**src/rtl/slv2_pkg.sv**
```systemverilog
// Package slv2_pkg
// Shared widths and status-bit positions for the second-address flag block.
// Assumes: software writes the status register with the bit layout below.
package slv2_pkg;
    localparam int ADDR_W  = 7;
    localparam int FRAME_W = ADDR_W + 1;
    localparam int STAT_W  = 2;
    localparam int BIT_SEC  = 0;   // second-address flag position
    localparam int BIT_CONT = 1;   // continuous-transfer flag position
endpackage

```
**src/rtl/slv2_addr_match.sv**
```systemverilog
// Module slv2_addr_match
// Tracks whether the next received frame is the first after a start.
// Compares that frame's address bits with the second address.
// Assumes: start and frame pulses never occur in the same cycle.
module slv2_addr_match #(
    parameter int ADDR_W = slv2_pkg::ADDR_W,
    localparam int FRAME_W = ADDR_W + 1
) (
    input  logic              clk,
    input  logic              rst_n,
    input  logic              i_start,
    input  logic              i_frame_vld,
    input  logic [FRAME_W-1:0] i_frame_data,
    input  logic [ADDR_W-1:0] i_sec_addr,
    input  logic              i_enable,
    output logic              o_hit
);
    logic first_pend;

    // Arm on start, disarm on any received frame.
    always_ff @(posedge clk) begin
        if (!rst_n)           first_pend <= 1'b0;
        else if (i_start)     first_pend <= 1'b1;
        else if (i_frame_vld) first_pend <= 1'b0;
    end

    // Match: first frame, address bits only, direction bit ignored.
    always_comb begin
        o_hit = i_enable && i_frame_vld && first_pend &&
                (i_frame_data[FRAME_W-1:1] == i_sec_addr);
    end
endmodule

```
**src/rtl/slv2_rc_flag.sv**
```systemverilog
// Module slv2_rc_flag
// One status flag that software clears by reading 1 and then writing 0.
// Holds a "read as 1" arm bit. Any write uses up the arm bit and any hardware clear drops it.
// SET_OVER_HWCLR chooses whether a hardware set beats a same-cycle hardware clear.
// A hardware set always beats a same-cycle software clear.
module slv2_rc_flag #(
    parameter bit SET_OVER_HWCLR = 1'b0
) (
    input  logic clk,
    input  logic rst_n,
    input  logic i_set,
    input  logic i_hw_clr,
    input  logic i_rd,
    input  logic i_wr,
    input  logic i_wbit,
    output logic o_q
);
    logic q, q_nx;
    logic armed, armed_nx;
    logic sw_clr;

    // Software clear is honoured only after a read that returned 1.
    always_comb sw_clr = i_wr && !i_wbit && armed;

    // Next flag value under the selected priority.
    generate
        if (SET_OVER_HWCLR) begin : g_set_first
            always_comb begin
                if (i_set)                   q_nx = 1'b1;
                else if (i_hw_clr || sw_clr) q_nx = 1'b0;
                else                         q_nx = q;
            end
        end else begin : g_clr_first
            always_comb begin
                if (i_hw_clr)    q_nx = 1'b0;
                else if (i_set)  q_nx = 1'b1;
                else if (sw_clr) q_nx = 1'b0;
                else             q_nx = q;
            end
        end
    endgenerate

    // Arm bit: hardware clear drops it, a write uses it up, a read of 1 sets it.
    always_comb begin
        if (i_hw_clr)       armed_nx = 1'b0;
        else if (i_wr)      armed_nx = 1'b0;
        else if (i_rd && q) armed_nx = 1'b1;
        else                armed_nx = armed;
    end

    // State registers.
    always_ff @(posedge clk) begin
        if (!rst_n) begin
            q     <= 1'b0;
            armed <= 1'b0;
        end else begin
            q     <= q_nx;
            armed <= armed_nx;
        end
    end

    always_comb o_q = q;
endmodule

```
**src/rtl/slv2_status_flags.sv**
```systemverilog
// Module slv2_status_flags
// Top level: second-address recognized flag and continuous-transfer flag.
// Assumes: event inputs are single-cycle pulses and the mode bits change only between transfers.
module slv2_status_flags (
    input  logic       clk,
    input  logic       rst_n,
    input  logic       i_start,
    input  logic       i_frame_vld,
    input  logic [7:0] i_frame_data,
    input  logic       i_tx_empty_set,
    input  logic       i_rx_full_set,
    input  logic       i_irq_clr,
    input  logic       i_master,
    input  logic       i_fmt_sel,
    input  logic [6:0] i_sec_addr,
    input  logic       i_rd,
    input  logic       i_wr,
    input  logic [1:0] i_wdata,
    output logic       o_sec_hit,
    output logic       o_cont_xfer
);
    import slv2_pkg::*;

    logic slave_i2c;
    logic addr_hit;
    logic cont_set;

    // Mode decode: the second address is live only as an I2C-format slave.
    always_comb slave_i2c = !i_master && !i_fmt_sel;

    slv2_addr_match #(.ADDR_W(ADDR_W)) u_match (
        .clk         (clk),
        .rst_n       (rst_n),
        .i_start     (i_start),
        .i_frame_vld (i_frame_vld),
        .i_frame_data(i_frame_data),
        .i_sec_addr  (i_sec_addr),
        .i_enable    (slave_i2c),
        .o_hit       (addr_hit)
    );

    slv2_rc_flag #(.SET_OVER_HWCLR(1'b1)) u_sec_flag (
        .clk     (clk),
        .rst_n   (rst_n),
        .i_set   (addr_hit),
        .i_hw_clr(i_start || i_master),
        .i_rd    (i_rd),
        .i_wr    (i_wr),
        .i_wbit  (i_wdata[BIT_SEC]),
        .o_q     (o_sec_hit)
    );

    // Continuous-transfer set: gated by the recognized second address in I2C slave mode.
    always_comb cont_set = (i_tx_empty_set || i_rx_full_set) &&
                           (!slave_i2c || o_sec_hit);

    slv2_rc_flag #(.SET_OVER_HWCLR(1'b0)) u_cont_flag (
        .clk     (clk),
        .rst_n   (rst_n),
        .i_set   (cont_set),
        .i_hw_clr(i_irq_clr),
        .i_rd    (i_rd),
        .i_wr    (i_wr),
        .i_wbit  (i_wdata[BIT_CONT]),
        .o_q     (o_cont_xfer)
    );
endmodule

```
**config.mk**
```make
export PLATFORM = sky130hd
export DESIGN_NAME = slv2_status_flags
export DESIGN_NICKNAME = d
export VERILOG_FILES = /design/src/rtl/slv2_pkg.sv /design/src/rtl/slv2_addr_match.sv /design/src/rtl/slv2_rc_flag.sv /design/src/rtl/slv2_status_flags.sv
export SDC_FILE = /design/constraint.sdc
export NUM_CORES = 1
export LEC_CHECK = 0
export ABC_AREA = 0
export ABC_CLOCK_PERIOD_IN_PS = 950
export BUFFER_PORTS_ARGS = -buffer_cell sky130_fd_sc_hd__buf_2
export CORE_AREA = 8 8 45 47
export CTS_CLUSTER_DIAMETER = 150
export CTS_CLUSTER_SIZE = 8
export DETAILED_ROUTE_END_ITERATION = 10
export DIE_AREA = 0 0 53 55
export GPL_ROUTABILITY_DRIVEN = 0
export PLACE_DENSITY = 0.55
export SYNTH_ARGS = -nofsm -noshare
export SYNTH_HDL_FRONTEND = slang
export SYNTH_SLANG_ARGS = --single-unit
```
**constraint.sdc**
```tcl
create_clock -name clk -period 0.95 [get_ports clk]
set_input_delay 0.1425 -clock clk [delete_from_list [all_inputs] [get_ports clk]]
set_output_delay 0.1425 -clock clk [all_outputs]
set_load 0.1 [all_outputs]
```
==> flow_summary.ini, run 1 <==
[outcome]
status = finished, final reports clean

[hold_path]
hold_path_class = in -> reg

[synth]
syn-instance-count = 32
yosysWarnings = 0
ys_seq_area_share_pct = 35.2
synth.area.top_cells = dfxtp_1 (35%), xor2_1 (15%), xnor2_1 (6.2%), a21oi_1 (5.3%), nand2b_1 (4.4%)
yosysTopAreaCell = dfxtp_1
avgSynthCellArea_um2 = 8.88
yosys.cell_types.count = 18
synth_top_area_share_pct = 35.2
synth_seq_cells = 5
synth.net_count = 60
netlist_area_um2 = 284

[cells_and_area]
drive_gt1_share_pct = 56.9
final_cell_mix = buf_2 (26), xor2_1 (5), a21oi_1 (3), clkbuf_4 (3)
nNetsFinal = 94
antenna_cells = 0
area_growth_pct = 85.9
stdcell_count = 81
layout_commonest_cell = buf_2

[global_route]
grt_usage_pct = 7.10
grt_pass1_wl_um = 1500
antenna_found_initial = 0
grt_max_degree = 5
gr-total-overflow = 0
first_global_vias = 357

[timing]
slew_headroom_pct = 83.7
fmax_ghz = 1.10
finalSetupViolations = 0
finalCriticalPeriod_ns = 0.913
min_period_over_period_pct = 96.1
setup_ws_ns = 0.0371
finalHoldViolCount = 0
rsz0062_at_grt = true
maxSlewViolCount = 0
skew_ns = 0.00403
worstMarginPinSlew_ns = 0.244
fin_tns_setup_ns = 0

[setup_path]
r2r_cells = 4
critPathBufInv = 1
crit_family = flip-flops
crit_cells = 1
crit_end = o_sec_hit
crit_type = reg -> out
startpoint = u_sec_flag.o_q
start_kind = register
crit_chain = buf_12
timing.rr.start = u_match.first_pend
worstPathArrival_ns = 0.77
slowest_delay_ns = 0.36
worst_path_max_delay_cell = dfxtp_4
path_max_fanout = 3
required_ns = 0.81
r2r-end = u_sec_flag.o_q
critPathCaptureType = output port
reg2reg_setup_slack_ns = 0.09

[power_and_ir_drop]
swShare_pct = 26.4
powerDensity_mw_per_mm2 = 1150
combinationalPowerShare_pct = 23.1
vdd_drop_max_v = 0.000664
p_int_mw = 0.446
power.share.sequential_pct = 35.9
p_leak_nw = 0.232
pwr-share-clk_pct = 41.0
p_sw_mw = 0.160

[floorplan]
core_mm2 = 0.00138
dieHeight_um = 55
dieArea_mm2 = 0.00292
num_io_pins = 30
start_util_pct = 20.5
rows = 14
die_x_um = 53

[placed_design]
preCtsSetupSlack_ns = -0.0609
port_buffers = 28
hpwl_um = 834
placed_cells = 76

[drt]
vias_per_cell = 4.22
wl_per_cell_um = 11.4
wirelength_um = 923
final_antenna_net_count = 0
drt_iter0_markers = 1
drc = 0
via_count = 342
first_pass_iters = 2

[clock_tree]
path_clk_slew_ns = 0.05
cts_buffer_depth = 2
h-tree-depth = 1
clock-root-buffer = clkbuf_4
cts_made_buffers = 3
cts_sinks = 5
clkLatencyLatePin_ns = 0.24
cts_tree = built

[flow_run]
drv_cap = 0
==> layout make-up <==
cell class,count,area (um^2)
Clock buffer,4,26.3
Fill cell,148,856
Multi-Input combinational cell,27,195
Sequential cell,5,109
Tap cell,16,20.0
Timing Repair Buffer,29,178
==> cell usage after synthesis <==
cell	instances
a21boi_1	1
xnor2_1	2
o21ai_0	1
nor4_2	1
nor2b_1	1
nor3_1	1
nor2_1	1
a21oi_1	3
nand2_1	2
nand3_1	1
nor4_1	2
xor2_1	5
dfxtp_1	5
o32ai_1	1
nand3b_1	1
o21a_1	1
nand4_1	1
nand2b_1	2
==> metrics by stage <==
step	instance area, um^2	util (%)	power (mW)	hold slack [ns]
2_1_floorplan	292	-	0.276	0.221
3_3_place_gp	482	34.8	0.354	0.325
3_5_place_dp	482	34.8	0.356	0.326
4_1_cts	508	36.7	0.617	0.0627
5_1_grt	528	38.2	0.655	0.0743
6_report	528	38.2	0.606	0.0724
==> repair_timing <==
action	CTS	global route
resized for setup	0	3
setup endpoints to repair	0	2
buffers inserted	0	1
hold buffers	0	0
==> routing by layer <==
layer	vias to the layer above	global-route usage, %	part of all wire [%]	wire, um
met2	13	11.9	54	497
met4	0	2.59	0	0
met1	148	6.67	34	313
met5	-	0	0	0
met3	0	5.08	12	113
li1	181	-	-	-
==> registers in the layout, summed over array words and instances, names as in the netlist <==
signal	count
u_cont_flag.armed	1
u_cont_flag.o_q	1
u_match.first_pend	1
u_sec_flag.armed	1
u_sec_flag.o_q	1
==> logic make-up after synthesis <==
kind of cell and share of synthesized area [%]:
flip-flops 35.2, AO/OA/AOI/OAI 15.4, AND/OR/NAND/NOR 27.8, XOR/XNOR 21.6
==> how the worst min path moves through the flow <==
| stage | from | to | slack [ns] | depth (start not counted) |
|---|---|---|---|---|
| after floorplan | i_start | u_sec_flag.armed | 0.22 | 1 |
| after global placement | i_irq_clr | u_cont_flag.armed | 0.33 | 2 |
| after detailed placement | i_irq_clr | u_cont_flag.armed | 0.33 | 2 |
| after CTS | i_irq_clr | u_cont_flag.armed | 0.06 | 2 |
| after global routing | i_irq_clr | u_cont_flag.armed | 0.07 | 2 |
| final | i_irq_clr | u_cont_flag.armed | 0.07 | 2 |
==> power by group through the flow <==
stage | Sequential, mW | Combinational [mW] | Clock (mW)
after global placement | 0.220 | 0.134 | 0
after CTS | 0.216 | 0.136 | 0.264
after global routing | 0.218 | 0.155 | 0.282
final | 0.218 | 0.140 | 0.248
after detailed placement | 0.220 | 0.135 | 0
after floorplan | 0.236 | 0.0394 | 0
No activity file was read; power rests on OpenSTA's default activity.
==> inputs of run 2 (changes only) <==
- ABC_AREA: 0 -> 1
- PLACE_DENSITY: 0.55 -> 0.6
==> run 2 against run 1 <==
Hold slack improved by 0.040 ns. Worst setup slack got worse by 0.0088 ns. Via count rose by 27%. Cell area rose by 8.5%. Register-to-register slack improved by 0.02 ns. First-iteration DRC count rose to 3.0 times the previous value. Total power rose by 0.60%. Clock power fell by 2%. Area after synthesis rose by 22%.
==> flow_summary.ini, run 2 <==
[synth]
netlist_area_um2 = 348
synth.area.top_cells = dfxtp_1 (29%), nand2_1 (21%), inv_1 (13%), xnor2_1 (7.6%), a21oi_1 (5.8%)
yosysMostFrequentCell = nand2_1
synthArstFlopShare_pct = 0
synth_edf_count = 0
synth.net_count = 85
avgSynthCellArea_um2 = 6.10
synth_commonest_cells = nand2_1 (19), inv_1 (12), dfxtp_1 (5), a21oi_1 (4), xnor2_1 (3)
yosysTopAreaCell = dfxtp_1
yosysWarnings = 0
syn-instance-count = 57
synth_seq_cells = 5
yosys.cell_types.count = 18
synthFlopType = dfxtp_1
ys_seq_area_share_pct = 28.8
synth_top_area_share_pct = 28.8

[setup_path]
start_kind = register
crit_chain = buf_12
crit_type = reg -> out
required_ns = 0.81
critPathBufInv = 1
timing.rr.start = u_match.first_pend
path_max_fanout = 4
worstPathArrival_ns = 0.78
startpoint = u_sec_flag.o_q
critPathCaptureType = output port
slowest_delay_ns = 0.36
crit_family = flip-flops
worst_path_max_delay_cell = dfxtp_4

[global_route]
antenna_found_initial = 0
grt_pass1_wl_um = 1480
grt_usage_pct = 6.99
grt_max_degree = 5
gr-total-overflow = 0
first_global_vias = 404

[hold_path]
hold_path_class = in -> reg
hp-start = i_wr

[placed_design]
preCtsSetupSlack_ns = 0.0633
placed_cells = 101
hpwl_um = 878
place_area_um2 = 546
port_buffers = 28

[power_and_ir_drop]
pwr-share-clk_pct = 39.8
power.share.sequential_pct = 35.7
p_total_mw = 0.609
powerDensity_mw_per_mm2 = 1060
swShare_pct = 26.6
p_leak_nw = 0.311
vdd_drop_max_v = 0.000437
combinationalPowerShare_pct = 24.5
p_int_mw = 0.447
p_sw_mw = 0.162

[clock_tree]
cts_sinks = 5
cts_tree = built
path_clk_slew_ns = 0.04
clock-root-buffer = clkbuf_4
cts_buffer_depth = 2
cts_made_buffers = 3
clkLatencyLatePin_ns = 0.24
h-tree-depth = 1

[timing]
slew_headroom_pct = 87.1
skew_ns = 0.00167
setup_ws_ns = 0.0283
worstMarginPinSlew_ns = 0.192
rsz0062_at_grt = false
fmax_ghz = 1.08
min_period_over_period_pct = 97.0
holdWs_ns = 0.113
finalSetupViolations = 0
fin_tns_setup_ns = 0
finalCriticalPeriod_ns = 0.922
maxSlewViolCount = 0
finalHoldViolCount = 0

[drt]
drc = 0
via_count = 435
wirelength_um = 969
first_pass_iters = 3
final_antenna_net_count = 0
wl_per_cell_um = 9.23
drt_iter0_markers = 3
vias_per_cell = 4.14

[floorplan]
dieArea_mm2 = 0.00292
num_io_pins = 30
start_util_pct = 25.1
dieHeight_um = 55
rows = 14
die_x_um = 53
core_mm2 = 0.00138

[cells_and_area]
fin_area_um2 = 573
area_growth_pct = 64.7
nNetsFinal = 118
drive_gt1_share_pct = 44.9
layout_commonest_cell = buf_2
fillCellCount = 161
stdcell_count = 105
final_cell_mix = buf_2 (26), nand2_1 (19), inv_1 (12)
antenna_cells = 0
fin_util_pct = 41.4

[flow_run]
drv_cap = 0

[outcome]
status = finished, final reports clean
-- run 2: changes by cell type after synthesis, moves of 2 or more --
cell      previous run  this run
xor2_1               5         0
inv_1                0        12
nand2_1              2        19
nand2b_1             2         0
-- run 2: path summary, 6_finish.rpt --
| path | depth (start not counted) | slack, ns | endpoint |
|---|---|---|---|
| worst min register to register | 2 | 0.46 | u_match.first_pend |
| worst min-delay path | 2 | 0.11 | u_cont_flag.armed |
| worst max register to register | 6 | 0.11 | u_sec_flag.o_q |
| worst max-delay path | 1 | 0.03 | o_sec_hit |
-- run 2: cell type report --
class / count / area (um^2) / share of cell area, %
Inverter: 13 / 48.8 / 8.52
Multi-Input combinational cell: 39 / 199 / 34.7
Clock buffer: 4 / 26.3 / 4.59
Sequential cell: 5 / 109 / 19.0
Tap cell: 16 / 20.0 / 3.49
Timing Repair Buffer: 28 / 170 / 29.7
-- run 2: kinds of logic (layout without fill, tap and decap cells) --
group,after synthesis,in the layout,share of synthesized area (%)
compound gates,7,7,11.5
flops,5,5,28.8
buf+inv,13,45,14.0
simple gates,29,29,38.1
xor+xnor,3,3,7.56
-- run 2: repair_timing --
action,CTS,global route
hold buffers,0,0
hold endpoints to repair,0,0
setup buffers,0,0
resized for setup,0,1
setup endpoints to repair,0,1
-- run 2: power groups by stage --
stage / combinational [mW] / clock, mW / sequential, mW
finish: 0.149 / 0.243 / 0.217
global route: 0.165 / 0.266 / 0.218
CTS: 0.151 / 0.255 / 0.217
detailed placement: 0.151 / 0 / 0.221
global placement: 0.149 / 0 / 0.220
floorplan: 0.0566 / 0 / 0.236
-- run 2: per-layer routing --
metal / vias up / track usage [%] / wire length [um]
met2: 26 / 9.77 / 396
met5: - / 0 / 0
li1: 238 / - / -
met1: 169 / 7.13 / 427
met3: 2 / 5.08 / 139
met4: 0 / 5.17 / 5
==> inputs of run 3 (changes only) <==
- PLACE_DENSITY: 0.6 -> 0.65
- REMOVE_ABC_BUFFERS: default -> 1
- SYNTH_HIERARCHICAL: default -> 1
==> run 3 against run 2 <==
Sequential share of layout area is 2.3 points lower. Register-to-register slack lost 0.03 ns. Highest routed layer is now met3. Final cell count grew 19%. Combinational power increased by 10%. Largest power group unchanged. Sequential power hardly changed. Largest cell class unchanged. Non-clock buffer count did not move.
==> flow_summary.ini, run 3 <==
[setup_path]
critPathCaptureType = output port
crit_type = reg -> out
start_kind = register
required_ns = 0.81
crit_chain = buf_12
reg2reg_setup_slack_ns = 0.08
path_max_fanout = 3
worst_path_max_delay_cell = dfxtp_2
slowest_delay_ns = 0.36
worstPathArrival_ns = 0.78
crit_family = flip-flops
critPathBufInv = 1

[clock_tree]
cts_made_buffers = 3
cts_hold_buffers = 0
path_clk_slew_ns = 0.04
h-tree-depth = 1
clock-root-buffer = clkbuf_4
clkLatencyLatePin_ns = 0.24
post_cts_buffers = 0
cts_buffer_depth = 2
cts_resized = 2
cts_sinks = 5
cts_tree = built

[cells_and_area]
antenna_cells = 0
final_cell_mix = buf_2 (26), nand2_1 (26), inv_1 (23)
area_growth_pct = 54.3
drive_gt1_share_pct = 35.8
nNetsFinal = 138

[drt]
drc = 0
final_antenna_net_count = 0
first_pass_iters = 4
vias_per_cell = 3.98
drt_iter0_markers = 8
via_count = 498
wirelength_um = 1090
wl_per_cell_um = 8.69

[timing]
min_period_over_period_pct = 96.6
finalCriticalPeriod_ns = 0.918
setup_ws_ns = 0.0325
finalHoldViolCount = 0
fin_tns_setup_ns = 0
holdWs_ns = 0.118
maxSlewViolCount = 0
finalSetupViolations = 0
rsz0062_at_grt = true
skew_ns = 0.00152
worstMarginPinSlew_ns = 0.147
slew_headroom_pct = 90.2
fmax_ghz = 1.09

[outcome]
status = finished, final reports clean

[floorplan]
rows = 14
core_mm2 = 0.00138
die_x_um = 53
dieHeight_um = 55
num_io_pins = 30
dieArea_mm2 = 0.00292
start_util_pct = 29.5

[synth]
synth-compound-area-share_pct = 9.82
synth-adder-area-share_pct = 0
yosysMostFrequentCell = nand2_1
netlist_area_um2 = 408
synth_seq_cells = 5
synth_xor_area_share_pct = 0
syn-instance-count = 77
synthFlopType = dfxtp_1
synth_edf_count = 0
synth.area.top_cells = dfxtp_1 (25%), nand2_1 (24%), inv_1 (21%), nor2_1 (8.3%), a21oi_2 (4.3%)
synthMuxAreaShare_pct = 0
avgSynthCellArea_um2 = 5.30
yosys.cell_types.count = 12
synth_top_family_by_area = simple AND/OR/NAND/NOR gates
yosysTopAreaCell = dfxtp_1
synth_commonest_cells = nand2_1 (26), inv_1 (23), nor2_1 (9), dfxtp_1 (5)
synthArstFlopShare_pct = 0
synth_top_area_share_pct = 24.5
yosysWarnings = 6
yosys.area_share.simple_pct = 44.5
ys_seq_area_share_pct = 24.5

[power_and_ir_drop]
p_total_mw = 0.623
powerDensity_mw_per_mm2 = 990
vdd_drop_max_v = 0.000362
p_leak_nw = 0.378

[global_route]
antenna_found_initial = 0
grt_pass1_wl_um = 1770
gr-total-overflow = 0
grt_usage_pct = 8.20
first_global_vias = 479
grt_max_degree = 5

[placed_design]
hpwl_um = 909
preCtsSetupSlack_ns = 0.0278
port_buffers = 28

[hold_path]
hold_path_class = in -> reg

[flow_run]
drv_cap = 0
## run 3: layout make-up
class,instances,area (um^2)
multi-input cells,49,221
fillers,143,754
well taps,16,20.0
repair buffers,28,170
clock buffers,4,26.3
flip-flops and latches,5,105
inverters,23,86.3
## run 3: logic make-up (layout without fill, tap and decap cells)
kind of cell	count (synthesis)	after routing
and+or+nand+nor	43	43
AOI/OAI and AO/OA	6	6
buffers and inverters	23	55
DFF	5	5
## run 3: worst paths after layout
kind | from | end | cells after the start
setup / recovery | u_cont_flag/o_q | o_cont_xfer | 1
hold / removal | i_wr | u_cont_flag/armed | 2
setup reg to reg | u_match/first_pend | u_sec_flag/o_q | 6
hold reg to reg | u_sec_flag/armed | u_sec_flag/armed | 2
## run 3: worst register-to-register path, stage by stage, from the launching register on
cell and delay, ns:
dfxtp_1 0.32, nand3_1 0.07, nor2_1 0.10, nand2_1 0.06, nor2_1 0.09, inv_1 0.05
a21oi_2 0.11
## run 3: power breakdown
group | internal [mW] | switching, mW
registers | 0.214 | 0.00466
logic | 0.0769 | 0.0869
clock network | 0.158 | 0.0817
## run 3: per-layer routing
layer / track usage (%) / up-vias / routed length [um]
li1: - / 285 / -
met3: 5.08 / 0 / 123
met5: 0 / - / 0
met1: 7.91 / 192 / 468
met4: 2.59 / 0 / 0
met2: 14.3 / 21 / 494
## run 3: metrics by stage
stage | area [um^2] | std cells | util (%)
2_1_floorplan | 408 | 77 | -
3_3_place_gp | 598 | 121 | 43.2
3_5_place_dp | 598 | 121 | 43.2
4_1_cts | 627 | 125 | 45.3
5_1_grt | 629 | 125 | 45.5
6_report | 629 | 125 | 45.5
